### config.mk
export PLATFORM = sky130hd
export DESIGN_NAME = flash_rst_seq
export DESIGN_NICKNAME = d
export VERILOG_FILES = /design/src/rtl/flash_rst_pkg.sv /design/src/rtl/frst_sync.sv /design/src/rtl/frst_countdown.sv /design/src/rtl/frst_ctrl.sv /design/src/rtl/flash_rst_seq.sv
export SDC_FILE = /design/constraint.sdc
export NUM_CORES = 1
export LEC_CHECK = 0
export BUFFER_PORTS_ARGS = -buffer_cell sky130_fd_sc_hd__buf_2
export CORE_ASPECT_RATIO = 0.6
export CORE_MARGIN = 2
export CORE_UTILIZATION = 40
export DETAILED_ROUTE_END_ITERATION = 12
export GPL_ROUTABILITY_DRIVEN = 0
export PLACE_DENSITY = 0.61
export SLEW_MARGIN = 20
export SYNTH_ARGS = -nofsm -noshare
export SYNTH_HDL_FRONTEND = slang
export SYNTH_HIERARCHICAL = 1
export SYNTH_SLANG_ARGS = --single-unit
### constraint.sdc
create_clock -name clk -period 4.1 [get_ports clk]
set_input_delay 0.41 -clock clk [delete_from_list [all_inputs] [get_ports clk]]
set_output_delay 0.41 -clock clk [all_outputs]
set_load 0.005 [all_outputs]
### src/rtl/flash_rst_pkg.sv
package flash_rst_pkg;
  // Sequencer phases: idle, measuring a low pulse, reset held, released and recovering
  typedef enum logic [1:0] {
    ST_IDLE = 2'd0,
    ST_QUAL = 2'd1,
    ST_HELD = 2'd2,
    ST_REL  = 2'd3
  } rst_state_e;
endpackage

### src/rtl/frst_sync.sv
module frst_sync #(
  parameter int STAGES = 2
) (
  input  logic clk,
  input  logic rst_n,
  input  logic d,
  output logic q
);
  generate
    if (STAGES < 2) begin : g_single
      logic ff;
      always_ff @(posedge clk or negedge rst_n) begin
        if (!rst_n) ff <= 1'b1;
        else        ff <= d;
      end
      assign q = ff;
    end else begin : g_chain
      logic [STAGES-1:0] ff;
      always_ff @(posedge clk or negedge rst_n) begin
        if (!rst_n) ff <= '1;
        else        ff <= {ff[STAGES-2:0], d};
      end
      assign q = ff[STAGES-1];
    end
  endgenerate
endmodule

### src/rtl/frst_countdown.sv
module frst_countdown #(
  parameter int W = 6
) (
  input  logic         clk,
  input  logic         rst_n,
  input  logic         load,
  input  logic [W-1:0] load_val,
  input  logic         run,
  output logic         done
);
  logic [W-1:0] cnt;

  always_ff @(posedge clk or negedge rst_n) begin
    if (!rst_n)                  cnt <= '0;
    else if (load)               cnt <= load_val;
    else if (run && cnt != '0)   cnt <= cnt - 1'b1;
  end

  assign done = (cnt == '0);

  // once expired, a count stays expired until the next load
  assert_count_sticky_R6: assert property (@(posedge clk) disable iff (!rst_n)
    (done && !load) |=> done);
endmodule

### src/rtl/frst_ctrl.sv
module frst_ctrl
  import flash_rst_pkg::*;
#(
  parameter int TRP_CYC = 4
) (
  input  logic       clk,
  input  logic       rst_n,
  input  logic       pin_s,
  input  logic       busy,
  input  logic       rec_done,
  input  logic       hold_done,
  output rst_state_e state,
  output logic       busy_cap,
  output logic       rec_load,
  output logic       rec_run,
  output logic       hold_load,
  output logic       hold_run,
  output logic       abort_o
);
  localparam int LW = $clog2(TRP_CYC + 1);

  rst_state_e    nxt;
  logic [LW-1:0] low_cnt;
  logic          qual_hit;

  always_comb begin
    nxt       = state;
    qual_hit  = 1'b0;
    hold_load = 1'b0;
    case (state)
      ST_IDLE: if (!pin_s) nxt = ST_QUAL;
      ST_QUAL: begin
        if (pin_s) nxt = ST_IDLE;
        else if (low_cnt == LW'(TRP_CYC - 1)) begin
          nxt      = ST_HELD;
          qual_hit = 1'b1;
        end
      end
      ST_HELD: if (pin_s) begin
        nxt       = ST_REL;
        hold_load = 1'b1;
      end
      ST_REL: begin
        if (!pin_s) nxt = ST_HELD;
        else if (rec_done && hold_done) nxt = ST_IDLE;
      end
      default: nxt = ST_IDLE;
    endcase
  end

  always_ff @(posedge clk or negedge rst_n) begin
    if (!rst_n) begin
      state    <= ST_IDLE;
      low_cnt  <= '0;
      busy_cap <= 1'b0;
      abort_o  <= 1'b0;
    end else begin
      state   <= nxt;
      abort_o <= qual_hit;
      if (state == ST_IDLE)      low_cnt <= LW'(1);
      else if (state == ST_QUAL) low_cnt <= low_cnt + 1'b1;
      if (state == ST_IDLE && !pin_s) busy_cap <= busy;
    end
  end

  assign rec_load = qual_hit;
  assign rec_run  = (state == ST_HELD) || (state == ST_REL);
  assign hold_run = (state == ST_REL);

  // the abort is a single-cycle pulse
  assert_abort_single_R2: assert property (@(posedge clk) disable iff (!rst_n)
    abort_o |=> !abort_o);
  // an abort only follows a synchronized low level
  assert_abort_after_low_R3: assert property (@(posedge clk) disable iff (!rst_n)
    abort_o |-> !$past(pin_s));
endmodule

### src/rtl/flash_rst_seq.sv
module flash_rst_seq
  import flash_rst_pkg::*;
#(
  parameter int SYNC_STAGES  = 2,
  parameter int TRP_CYC      = 4,
  parameter int REC_BUSY_CYC = 40,
  parameter int REC_IDLE_CYC = 10,
  parameter int TRH_CYC      = 6
) (
  input  logic clk,
  input  logic rst_n,
  input  logic pin_rst_n,
  input  logic eng_busy_i,
  output logic abort_o,
  output logic dq_oe_o,
  output logic cmd_block_o,
  output logic fsm_reset_o,
  output logic ready_o
);
  localparam int REC_MAX = (REC_BUSY_CYC > REC_IDLE_CYC) ? REC_BUSY_CYC : REC_IDLE_CYC;
  localparam int CNT_MAX = (REC_MAX > TRH_CYC) ? REC_MAX : TRH_CYC;
  localparam int CW      = $clog2(CNT_MAX + 1);

  logic       pin_s;
  rst_state_e state;
  logic       busy_cap, rec_load, rec_run, hold_load, hold_run;
  logic       rec_done, hold_done;
  logic [CW-1:0] rec_val;

  frst_sync #(.STAGES(SYNC_STAGES)) u_sync (
    .clk(clk), .rst_n(rst_n), .d(pin_rst_n), .q(pin_s)
  );

  frst_ctrl #(.TRP_CYC(TRP_CYC)) u_ctrl (
    .clk(clk), .rst_n(rst_n), .pin_s(pin_s), .busy(eng_busy_i),
    .rec_done(rec_done), .hold_done(hold_done),
    .state(state), .busy_cap(busy_cap), .rec_load(rec_load), .rec_run(rec_run),
    .hold_load(hold_load), .hold_run(hold_run), .abort_o(abort_o)
  );

  assign rec_val = busy_cap ? CW'(REC_BUSY_CYC - 1) : CW'(REC_IDLE_CYC - 1);

  frst_countdown #(.W(CW)) u_rec_cnt (
    .clk(clk), .rst_n(rst_n), .load(rec_load), .load_val(rec_val),
    .run(rec_run), .done(rec_done)
  );

  frst_countdown #(.W(CW)) u_hold_cnt (
    .clk(clk), .rst_n(rst_n), .load(hold_load), .load_val(CW'(TRH_CYC - 1)),
    .run(hold_run), .done(hold_done)
  );

  assign ready_o     = (state == ST_IDLE) || (state == ST_QUAL);
  assign dq_oe_o     = ready_o;
  assign cmd_block_o = (state == ST_HELD) || (state == ST_REL);
  assign fsm_reset_o = (state == ST_HELD);

  // ready only returns after the synchronized pin was seen high
  assert_ready_after_release_R7: assert property (@(posedge clk) disable iff (!rst_n)
    $rose(ready_o) |-> $past(pin_s));
  // ready only returns once the recovery count has expired
  assert_ready_after_recovery_R6: assert property (@(posedge clk) disable iff (!rst_n)
    $rose(ready_o) |-> $past(rec_done));
endmodule

==> results.cfg <==
[synthesis]
avgSynthCellArea_um2 = 9.64
synth-warning-count = 6
yosys_register_bits = 21
async_flop_share_pct = 100
synth-edff-count = 0
synth_top_cell_area_share_pct = 37.4
synthDistinctLibCells = 50
ys.flop_type = dfrtp_1
synthCells = 132
netlist_area_mm2 = 0.00127
synth_area_leaders = dfrtp_1 37%, ha_1 5.9%, dfstp_2 4.1%, inv_1 3.8%, o31ai_1 2.9%
yosysSeqAreaShare_pct = 41.5
yosys.area.top_type = dfrtp_1

[drt]
routedWlPerCell_um = 13.5
viasPerCell = 5.25
drt-total-wl_um = 2490
dr_total_vias = 966
drt_iter0_markers = 76
drcViolationCount = 0
ant_nets = 0
drt_first_pass_iters = 4

[clock_tree]
cts_tree = built
htree_levels = 1
cts_sinks = 21
postCtsSetupBuffers = 0
cts_resized = 0
insertion_delay_ps = 260
numCtsBuffers = 3
clock_path_buffers = 2
ctsHoldBuffers = 0
clk_pin_slew_worst_paths_ps = 80
cts_root_buf = clkbuf_8

[final_layout]
fin_cells = 184
drive_gt1_share_pct = 16.9
fillers = 285
diodes = 0
area_growth_pct = 9.14
layout.nets = 153

[setup_path]
crit_required_ps = 4240
cp-end-kind = flip-flop
criticalPathCategory = reg -> reg
cp.arrival_ps = 2130
crit_fanout = 20
start_kind = flip-flop

[power]
powerDensity_mw_per_mm2 = 528
vdd_drop_max_mv = 0.251
power.leakage_nw = 0.629

[floorplan]
dieHeight_um = 47.7
start_util_pct = 43.2
rows = 15
coreArea_mm2 = 0.00295
die_w_um = 76.8
dieArea_mm2 = 0.00366
ios = 9

[grt]
grt_use_met1_pct = 22.9
grt_use_met2_pct = 23.3
grtUsageMet3_pct = 3.96
grt_overflow = 0
grt_max_degree = 22
grt_pass1_vias = 904
grt_pass1_wl_um = 4350
top_usage_layer = met2
grt.total_usage_pct = 15.5
antenna_found_initial = 0

[flow_run]
maxCapViolCount = 0

[status]
status = finished, final reports clean

[placement]
placed_cells = 180
io_buffer_count = 8
hpwl_um = 1830
preCtsSetupSlack_ps = 2130

[sta]
fin_crit_sh_pct = 48.4
slew_viol_final = 0
skew_ps = 8.89
finalSetupTns_ps = 0
setup_viol = 0
rsz0062_at_grt = false
worst_pin_slew_ps = 715
setup_ws_ps = 2110
final_hold_viol_count = 0
relSlewSlack_pct = 51.9
timing.final.crit_period_ps = 1990
fmax_mhz = 504

[hold_path]
min_path_type = in -> async
critical path, cell delays in order, from the launching register on:
cell,delay (ps)
dfrtp_1,760
nand2_1,100
nor2_1,570
inv_1,200
o2111ai_1,160
nand3_1,90
power breakdown:
group | leakage (nW) | switching [mW] | internal, mW
Sequential | 0.246 | 0.0615 | 0.272
Combinational | 0.360 | 0.138 | 0.125
Clock | 0.0228 | 0.0664 | 0.0692
Total | 0.629 | 0.266 | 0.467
layer usage:
layer | share of wire, % | vias to the layer above | routed length (µm)
met5 | 0 | - | 0
met4 | 0.32 | 0 | 8
met3 | 4.2 | 2 | 105
met2 | 40 | 15 | 1010
met1 | 55 | 462 | 1370
li1 | - | 487 | -
stage by stage:
step                hold slack (ps)  total power [mW]  utilization, %  instance area (µm²)
finish                         94.9             0.733            47.1                 1390
global placement                348             0.586            45.6                 1340
floorplan                       114             0.535               -                 1290
global route                    134             0.804            47.1                 1390
detailed placement              347             0.601            45.6                 1340
CTS                             118             0.739            47.1                 1390
worst paths after layout:
kind,start,end,slack (ps),depth (start not counted)
setup / recovery,flip-flop,u_hold_cnt/cnt[0]$_DFFE_PN0P_,2110,5
hold / removal,rst_n,u_hold_cnt/cnt[0]$_DFFE_PN0P_,90,1
min in group clk,pin_rst_n,u_sync/g_chain.ff[0]$_DFF_PN1_,250,1
hold reg to reg,u_sync/g_chain.ff[0]$_DFF_PN1_,u_sync/g_chain.ff[1]$_DFF_PN1_,360,0
max in group asynchronous,rst_n,u_sync/g_chain.ff[1]$_DFF_PN1_,3650,1
setup reg to reg,flip-flop,u_hold_cnt/cnt[0]$_DFFE_PN0P_,2110,5
registers in the layout (all words and copies together), names as in the netlist, named ones only:
register	count
u_ctrl/abort_o	1
u_ctrl/busy_cap	1
u_ctrl/low_cnt	3
u_ctrl/state	1
u_hold_cnt/cnt	6
u_rec_cnt/cnt	6
u_sync/g_chain.ff	2
kinds of logic (layout without fill, tap and decap cells):
kind of cell,count (synthesis),count (layout),synth area share [%]
AO/OA/AOI/OAI,32,32,19.5
XOR/XNOR,2,2,1.38
adder cells (fa/ha/maj),6,6,5.90
buffers and inverters,21,25,7.28
flip-flops,21,21,41.5
multiplexers,2,2,1.97
other,2,8,0.590
AND/OR/NAND/NOR,46,46,21.9
layout make-up:
class,count,area [µm²],share of cell area [%]
multi-input cells,96,674,48.6
flip-flops and latches,21,528,38.0
well taps,42,52.6,3.78
repair buffers,8,40.0,2.88
inverters,13,48.8,3.51
clock buffers,4,45.0,3.24
synth_stat cells, types with 2 or more instances:
| cell | number |
|---|---|
| a22o_2 | 2 |
| ha_1 | 6 |
| dfrtp_1 | 19 |
| nor3b_1 | 2 |
| or4_1 | 3 |
| nor2_1 | 8 |
| a21oi_1 | 6 |
| o2111ai_1 | 3 |
| or3b_1 | 2 |
| nand2_1 | 8 |
| or3_1 | 2 |
| inv_1 | 13 |
| nand2b_1 | 2 |
| o211ai_1 | 2 |
| a31oi_1 | 3 |
| o31ai_1 | 5 |
| dfstp_2 | 2 |
| conb_1 | 2 |
| clkbuf_1 | 3 |
| nor3_1 | 2 |
| a2bb2oi_1 | 2 |
| nand3_1 | 5 |
| nor2b_1 | 2 |
| buf_2 | 2 |
placed cells by master (no fill, tap or decap), types with 2 or more instances in the layout:
| cell type | Yosys | layout |
|---|---|---|
| a21oi_1 | 6 | 6 |
| a22o_2 | 2 | 2 |
| a2bb2oi_1 | 2 | 2 |
| a31oi_1 | 3 | 3 |
| buf_2 | 2 | 8 |
| clkbuf_8 | 0 | 3 |
| conb_1 | 2 | 8 |
| dfrtp_1 | 19 | 19 |
| dfstp_2 | 2 | 2 |
| ha_1 | 6 | 6 |
| inv_1 | 13 | 13 |
| nand2_1 | 8 | 8 |
| nand2b_1 | 2 | 2 |
| nand3_1 | 5 | 5 |
| nor2_1 | 8 | 8 |
| nor2b_1 | 2 | 2 |
| nor3_1 | 2 | 2 |
| nor3b_1 | 2 | 2 |
| o2111ai_1 | 3 | 3 |
| o211ai_1 | 2 | 2 |
| o31ai_1 | 5 | 5 |
| or3_1 | 2 | 2 |
| or3b_1 | 2 | 2 |
| or4_1 | 3 | 3 |
(Power assumes the default switching activity.)
